## src/rtl/gpei_pkg.sv

```systemverilog
package gpei_pkg;
   localparam int MAX_PINS = 31;
   localparam int REG_W    = 32;

   typedef enum logic [1:0] {
      SEL_ENABLE        = 2'd0,
      SEL_POLARITY      = 2'd1,
      SEL_STAT_ASSERT   = 2'd2,
      SEL_STAT_DEASSERT = 2'd3
   } gpei_sel_e;

   // place pin-indexed status bits above the write-mode position
   function automatic logic [REG_W-1:0] pack_status(input logic [MAX_PINS-1:0] stat);
      return {stat, 1'b0};
   endfunction

   // place pin-indexed configuration bits starting at bit 0
   function automatic logic [REG_W-1:0] pack_cfg(input logic [MAX_PINS-1:0] cfg);
      return {1'b0, cfg};
   endfunction
endpackage

```

## src/rtl/gpei_sync.sv

```systemverilog
module gpei_sync #(
   parameter int WIDTH       = 31,
   parameter int SYNC_STAGES = 2
) (
   input  logic             clk,
   input  logic             rst_n,
   input  logic [WIDTH-1:0] d_in,
   output logic [WIDTH-1:0] d_out
);
   logic [SYNC_STAGES-1:0][WIDTH-1:0] chain_q;

   always_ff @(posedge clk or negedge rst_n) begin
      if (!rst_n) chain_q[0] <= '0;
      else        chain_q[0] <= d_in;
   end

   for (genvar s = 1; s < SYNC_STAGES; s++) begin : g_stage
      always_ff @(posedge clk or negedge rst_n) begin
         if (!rst_n) chain_q[s] <= '0;
         else        chain_q[s] <= chain_q[s-1];
      end
   end

   assign d_out = chain_q[SYNC_STAGES-1];
endmodule

```

## src/rtl/gpei_edge.sv

```systemverilog
module gpei_edge #(
   parameter int WIDTH = 31
) (
   input  logic             clk,
   input  logic             rst_n,
   input  logic [WIDTH-1:0] level,
   input  logic [WIDTH-1:0] enable,
   input  logic [WIDTH-1:0] polarity,
   output logic [WIDTH-1:0] evt_match,
   output logic [WIDTH-1:0] evt_opp
);
   logic [WIDTH-1:0] prev_q;
   logic [WIDTH-1:0] rise;
   logic [WIDTH-1:0] fall;

   always_ff @(posedge clk or negedge rst_n) begin
      if (!rst_n) prev_q <= '0;
      else        prev_q <= level;
   end

   assign rise = level & ~prev_q;
   assign fall = ~level & prev_q;

   for (genvar k = 0; k < WIDTH; k++) begin : g_pin
      always_comb begin
         if (polarity[k]) begin
            evt_match[k] = enable[k] & rise[k];
            evt_opp[k]   = enable[k] & fall[k];
         end else begin
            evt_match[k] = enable[k] & fall[k];
            evt_opp[k]   = enable[k] & rise[k];
         end
      end
   end
endmodule

```

## src/rtl/gpei_status.sv

```systemverilog
module gpei_status #(
   parameter int WIDTH = 31,
   parameter int REG_W = 32
) (
   input  logic             clk,
   input  logic             rst_n,
   input  logic [WIDTH-1:0] evt,
   input  logic             wr_hit,
   input  logic [REG_W-1:0] wr_data,
   output logic [WIDTH-1:0] stat,
   output logic             irq
);
   logic [WIDTH-1:0] stat_q;
   logic [WIDTH-1:0] stat_d;
   logic [WIDTH-1:0] wr_mask;
   logic             set_mode;

   assign wr_mask  = wr_data[WIDTH:1];
   assign set_mode = wr_data[0];

   always_comb begin
      stat_d = stat_q;
      if (wr_hit) begin
         if (set_mode) stat_d = stat_q | wr_mask;
         else          stat_d = stat_q & ~wr_mask;
      end
      // a fresh event overrides a clear in the same cycle
      stat_d = stat_d | evt;
   end

   always_ff @(posedge clk or negedge rst_n) begin
      if (!rst_n) stat_q <= '0;
      else        stat_q <= stat_d;
   end

   assign stat = stat_q;
   assign irq  = |stat_q;
endmodule

```

## src/rtl/gpei_ctrl.sv

```systemverilog
module gpei_ctrl
   import gpei_pkg::*;
#(
   parameter int NUM_PINS    = 31,
   parameter int SYNC_STAGES = 2
) (
   input  logic                clk,
   input  logic                rst_n,
   input  logic [NUM_PINS-1:0] pin_in,
   input  logic                wr_en,
   input  logic [1:0]          wr_sel,
   input  logic [31:0]         wr_data,
   input  logic [1:0]          rd_sel,
   output logic [31:0]         rd_data,
   output logic                irq_assert,
   output logic                irq_deassert
);
   localparam int PAD = MAX_PINS - NUM_PINS;

   initial begin : p_param_chk
      assert (NUM_PINS >= 1 && NUM_PINS <= MAX_PINS)
         else $fatal(1, "NUM_PINS must lie in 1..%0d", MAX_PINS);
      assert (SYNC_STAGES >= 2)
         else $fatal(1, "SYNC_STAGES must be at least 2");
   end

   gpei_sel_e wsel;
   gpei_sel_e rsel;
   assign wsel = gpei_sel_e'(wr_sel);
   assign rsel = gpei_sel_e'(rd_sel);

   logic [NUM_PINS-1:0] en_q;
   logic [NUM_PINS-1:0] pol_q;
   logic [NUM_PINS-1:0] pin_sync;
   logic [NUM_PINS-1:0] evt_a;
   logic [NUM_PINS-1:0] evt_d;
   logic [NUM_PINS-1:0] stat_a;
   logic [NUM_PINS-1:0] stat_d;

   always_ff @(posedge clk or negedge rst_n) begin
      if (!rst_n) begin
         en_q  <= '0;
         pol_q <= '0;
      end else if (wr_en) begin
         if (wsel == SEL_ENABLE)   en_q  <= wr_data[NUM_PINS-1:0];
         if (wsel == SEL_POLARITY) pol_q <= wr_data[NUM_PINS-1:0];
      end
   end

   gpei_sync #(.WIDTH(NUM_PINS), .SYNC_STAGES(SYNC_STAGES)) u_sync (
      .clk   (clk),
      .rst_n (rst_n),
      .d_in  (pin_in),
      .d_out (pin_sync)
   );

   gpei_edge #(.WIDTH(NUM_PINS)) u_edge (
      .clk       (clk),
      .rst_n     (rst_n),
      .level     (pin_sync),
      .enable    (en_q),
      .polarity  (pol_q),
      .evt_match (evt_a),
      .evt_opp   (evt_d)
   );

   gpei_status #(.WIDTH(NUM_PINS), .REG_W(REG_W)) u_stat_assert (
      .clk     (clk),
      .rst_n   (rst_n),
      .evt     (evt_a),
      .wr_hit  (wr_en && (wsel == SEL_STAT_ASSERT)),
      .wr_data (wr_data),
      .stat    (stat_a),
      .irq     (irq_assert)
   );

   gpei_status #(.WIDTH(NUM_PINS), .REG_W(REG_W)) u_stat_deassert (
      .clk     (clk),
      .rst_n   (rst_n),
      .evt     (evt_d),
      .wr_hit  (wr_en && (wsel == SEL_STAT_DEASSERT)),
      .wr_data (wr_data),
      .stat    (stat_d),
      .irq     (irq_deassert)
   );

   // widen pin vectors to the full register width
   logic [MAX_PINS-1:0] en_w, pol_w, stat_a_w, stat_d_w;
   if (PAD > 0) begin : g_pad
      assign en_w     = {{PAD{1'b0}}, en_q};
      assign pol_w    = {{PAD{1'b0}}, pol_q};
      assign stat_a_w = {{PAD{1'b0}}, stat_a};
      assign stat_d_w = {{PAD{1'b0}}, stat_d};
   end else begin : g_full
      assign en_w     = en_q;
      assign pol_w    = pol_q;
      assign stat_a_w = stat_a;
      assign stat_d_w = stat_d;
   end

   always_comb begin
      unique case (rsel)
         SEL_ENABLE:      rd_data = pack_cfg(en_w);
         SEL_POLARITY:    rd_data = pack_cfg(pol_w);
         SEL_STAT_ASSERT: rd_data = pack_status(stat_a_w);
         default:         rd_data = pack_status(stat_d_w);
      endcase
   end
endmodule

```

## config.mk

```make
export PLATFORM = sky130hd
export DESIGN_NAME = gpei_ctrl
export DESIGN_NICKNAME = d
export VERILOG_FILES = /design/src/rtl/gpei_pkg.sv /design/src/rtl/gpei_sync.sv /design/src/rtl/gpei_edge.sv /design/src/rtl/gpei_status.sv /design/src/rtl/gpei_ctrl.sv
export SDC_FILE = /design/constraint.sdc
export NUM_CORES = 1
export LEC_CHECK = 0
export ABC_CLOCK_PERIOD_IN_PS = 1300
export BUFFER_PORTS_ARGS = -buffer_cell sky130_fd_sc_hd__buf_2
export CORE_UTILIZATION = 59
export DETAILED_ROUTE_END_ITERATION = 8
export GPL_TIMING_DRIVEN = 0
export MAX_ROUTING_LAYER = met4
export PLACE_DENSITY = 0.84
export REMOVE_ABC_BUFFERS = 1
export SETUP_SLACK_MARGIN = 0.3
export SYNTH_ARGS = -nofsm -noshare
export SYNTH_HDL_FRONTEND = slang
export SYNTH_SLANG_ARGS = --single-unit
```

## constraint.sdc

```tcl
create_clock -name clk -period 1.3 [get_ports clk]
set_input_delay 0 -clock clk [delete_from_list [all_inputs] [get_ports clk]]
set_output_delay 0 -clock clk [all_outputs]
set_load 0.005 [all_outputs]
```

==> Yosys cells after proc, flatten, opt, wreduce, memory -nomap -nowiden <==
Index checks and enable logic that the tools add are counted.
{ "totals": {"word_cells": 160, "output_inout_bits": 34, "in_bits": 70, "register_bits": 217} }
{ "classes": {"bitwise": 73, "eq_ne": 5, "mux": 67, "n_reduce_logical": 8} }
{ "op_table": {"columns": ["op", "count"], "rows": [
  ["bitwise AND 31 bit", 4],
  ["two-way mux 31 bit", 4],
  ["OR 31 bit", 4],
  ["one-hot mux 32 bit (3 select lines)", 1],
  ["NOT 31 bit", 3],
  ["bitwise AND 1 bit", 62],
  ["two-way mux 1 bit", 62],
  ["OR reduction 31 bit", 2],
  ["equality test 2 bit (second input constant)", 3],
  ["equality test 2 x 1 -> 1 bit (second input constant)", 2],
  ["logical NOT 2 bit", 2],
  ["AND reduction 2 bit", 2],
  ["logical AND 1 bit", 2]
]} }

==> Logic depth before layout (Yosys ltp) <==
{ "logic_depth": {"depth_word": 5, "ltp_mapped": 5, "mapped_depth_nobuf": 3} }

==> Hierarchy <==
Synthesis repeated with hierarchy kept, for this count alone.
{ "hier_totals": {"cells_unflattened": 712, "hier_area_um2": 9608.0} }
{ "modules_own_cells": {"columns": ["module", "n_inst", "area_each_um2", "cells_per_inst"], "rows": [
  ["gpei_ctrl", 1, 3079.2, 176],
  ["gpei_status", 2, 1441.4, 113],
  ["gpei_edge", 1, 1861.8, 217],
  ["gpei_sync", 1, 1784.2, 93]
]} }

==> Worst setup path before layout <==
Ideal clock, no wire load.
{ "synth_path": {"path_type": "register to output", "from": "reg u_stat_deassert.stat_q[10] (netlist: u_stat_deassert.stat[10])", "to": "out irq_deassert", "slack_ns": 0.145, "t_arrival_ns": 1.155, "n_path_buf": 0, "path_stages_with_launch": 4, "cell_sequence": "dfrtp_1 > or4_1 > nor4_1 > nand4_1"} }
{ "synth_between": {"elab_chain_len": 1} }
{ "synth_lines": {"columns": ["item", "line", "source"], "rows": [
  ["start, declared", "gpei_status.sv:13", "logic [WIDTH-1:0] stat_q;"],
  ["start signal, assigned", "gpei_status.sv:33", "else stat_q <= stat_d;"],
  ["OR reduction 31 bit", "gpei_status.sv:37", "assign irq = |stat_q;"],
  ["end, declared", "gpei_ctrl.sv:16", "output logic irq_deassert"]
]} }
Every way passes these cells.

==> Worst setup path after layout <==
{ "layout_path": {"from": "reg u_stat_assert.stat_q[9] (netlist: u_stat_assert.stat[9])", "to": "out irq_assert"} }
{ "layout_between": {"elab_chain_len": 1} }
{ "layout_lines": {"columns": ["item", "line", "source"], "rows": [
  ["start, declared", "gpei_status.sv:13", null],
  ["start signal, assigned", "gpei_status.sv:33", null],
  ["OR reduction 31 bit", "gpei_status.sv:37", null],
  ["end, declared", "gpei_ctrl.sv:15", "output logic irq_assert,"]
]} }
Every way passes these cells.

==> key figures <==
Yosys
  • Synth Area per Inst: about 14 sq um
  • Synth area leaders: dfrtp_1 (57%), mux4_2 (7.1%), mux2_2 (7.0%)
  • Ys flop type: dfrtp_1
  • Synth warn: 0
  • Sequential area share after synthesis: between 50% and 60%
  • Post-synth EDFFs: 0
  • Most common cell in the netlist: dfrtp_1
  • Synth async-reset ratio: 100%
  • Synth cell types: 26
  • Mapped Area: ~9500 sq um
  • Share of the synthesized area in the top cell type: 57.5%
  • FF+latch count, synth: about 220
  • Synth top cells by count: dfrtp_1 (217), and3_1 (62), mux2i_1 (62), nand2_1 (62)
  • Synth area leader: dfrtp_1
  • Syn Inst Count: between 600 and 700

GRT
  • GRT overflow: 0
  • Vias in the first global route: approximately 7500
  • Initial antenna violation count: 0
  • Overall routing resource usage: 32.5%
  • First-pass GRT wire length: 39500 microns
  • Largest net degree at the start of global routing: around 120

Clock tree
  • Reg clk slew, reported paths: 70 ps
  • Root Buffer: clkbuf_16
  • Clock net sink count: ~220
  • Clk Latency, worst-skew pair: 520 ps
  • CTS tree: done
  • CTS Buffer Depth: 3
  • H-tree level count: 1
  • TritonCTS buffer count: 23
  • Post-CTS Hold Buffers: between 60 and 70

Routing
  • Per-cell routed wire length: between 20 and 25 microns
  • Routed via count: 7142
  • WL final: between 20000 and 30000 microns
  • Remaining DRCs: 0
  • Starting DRT DRC Count: about 540
  • DR pass1 iterations: 8
  • Drt via density: around 6.3
  • Post-route ant nets: 0

Placed design
  • Placer congestion estimate: approximately 0.82
  • Count of input and output buffers: 103
  • Hpwl dp: 14000 microns

Critical path
  • Worst Path Required: 1300 ps
  • CP Data Arrival Time: approximately 2100 ps
  • CP startpoint kind: register
  • CP max FO: 3
  • Critical path class: reg2out
  • Crit end category: output port

STA
  • Final hold violations: 122
  • Max-slew headroom: about 30%
  • Fmax: about 500 MHz
  • RSZ-0062 raised after global routing: true
  • Fin Hold WS: -398 ps
  • Final Cycle Share: 158%
  • Final Max Slew Viols: 0
  • Period minus WS final: 2050 ps
  • Setup Viol. Count Final: 34
  • Final worst slack: -753 ps
  • Post-route setup TNS: -9510 ps
  • Worst Tran Pin Value: roughly 1100 ps
  • Post-Route Skew: 16.4 ps

Status
  • Failing checks: hold timing, setup timing
  • Status: finished, violations left

Layout
  • Inserted Diodes: 0
  • Util after Layout: about four fifths
  • Area used by multi-input combinational logic: roughly 4200 sq um
  • Net count, final: 981
  • Fill cells: slightly above 800
  • Layout Area Growth over Synthesis: 33.1%
  • Layout cell share with drive strength beyond 1: a little under two fifths
  • Reg area: 5440 sq um

Pwr
  • Maximum vdd ir drop: roughly 1300 uV
  • Leakage power: 0.00562 uW
  • PwrDens: 1570 nW/um^2

Floorplan
  • Effective utilization at floorplan: 61.3%
  • CORE AREA: 15400 sq um
  • Overall die width: about 130 microns
  • Die area: ~17000 sq um
  • Top-level port count: around 100
  • DIE HEIGHT: about 130 microns
  • # rows: between 40 and 50

Job
  • Max Cap Viol: 0

Hold path
  • Hold WC Path Type: in2async
## final cells by class
type,count,share of cell area (%)
multi-input combinational,433,33.1
sequential,217,43.2
tap,211,2.10
clock inverter,8,0.796
clock buffer,32,5.40
timing repair buffer,236,15.3
## sequential cells by signal, indices dropped and copies added, names as in the netlist
register              cells
en_q                     31
pol_q                    31
u_edge.prev_q            31
u_stat_assert.stat       31
u_stat_deassert.stat     31
u_sync.chain_q           31
u_sync.d_out             31
## per-layer routing
metal	track usage [%]	part of all wire, %	vias to the layer above	wire, microns
met4	12.0	4.1	0	1050
met1	39.4	38	3602	9570
met5	-	0	-	0
met3	5.95	7.5	97	1910
met2	54.5	51	402	12900
li1	-	-	3041	-
## logic make-up after synthesis
family,count (synthesis),synth area share (%)
AND/OR/NAND/NOR,216,12.8
AO/OA/AOI/OAI,63,6.57
buffers and inverters,35,2.03
flip-flops,217,57.5
multiplexers,154,21.1
## final timing paths
kind / cells past startpoint / slack, ps / endpoint / start
hold reg to reg: 0 / 350 / u_sync.d_out[6] / u_sync.chain_q[6]
max in group asynchronous: 2 / 740 / u_stat_deassert.stat[11] / rst_n
min in group clk: 2 / 110 / u_sync.chain_q[2] / pin_in[2]
hold / removal: 1 / -400 / u_sync.chain_q[22] / rst_n
setup reg to reg: 3 / 130 / u_stat_assert.stat[20] / pol_q[20]
setup / recovery: 4 / -750 / irq_assert / u_stat_assert.stat[9]
## repair_timing
item | CTS | global route
hold endpoints to repair | 275 | 122
setup buffers | 43 | 18
endpoints found under the setup margin | 78 | 97
pin swaps | 22 | 5
resized for setup | 50 | 45
## layout by cell type (no fill, tap or decap), drive strengths merged, types with 3 or more instances in the layout
master	synthesis	final
nor4	14	14
dfrtp	217	217
mux4	30	30
nand4	3	3
mux2i	62	62
buf	24	171
mux2	62	62
nand2	62	62
nand2b	61	61
dlygate4sd3	0	65
clkbuf	11	32
a221o	61	61
clkinv	0	3
and3	62	62
## report_power, final
part	internal, uW	switching, uW	total (uW)
sequential	7830	1050	8880
combinational	2570	1600	4170
clock	4040	2710	6750
total	14400	5360	19800
## critical path: stages (launching register included)
cell and delay (ps):
dfrtp_1 400, or4_4 560, nor4_4 190, nand4_1 200, buf_2 180
## stage by stage
stage | power (uW) | hold slack, ps | cell area, sq um | worst slack (ps) | instances
6_report | 19800 | -398 | 12600 | -753 | 1137
2_1_floorplan | 10400 | -296 | 9260 | -516 | 650
3_5_place_dp | 11800 | 109 | 10200 | -471 | 971
5_1_grt | 20500 | -326 | 12600 | -779 | 1137
3_3_place_gp | 11500 | 107 | 10000 | -3220 | 964
4_1_cts | 19300 | -378 | 12200 | -758 | 1119
Note: power is estimated with default switching activity, not from simulation.
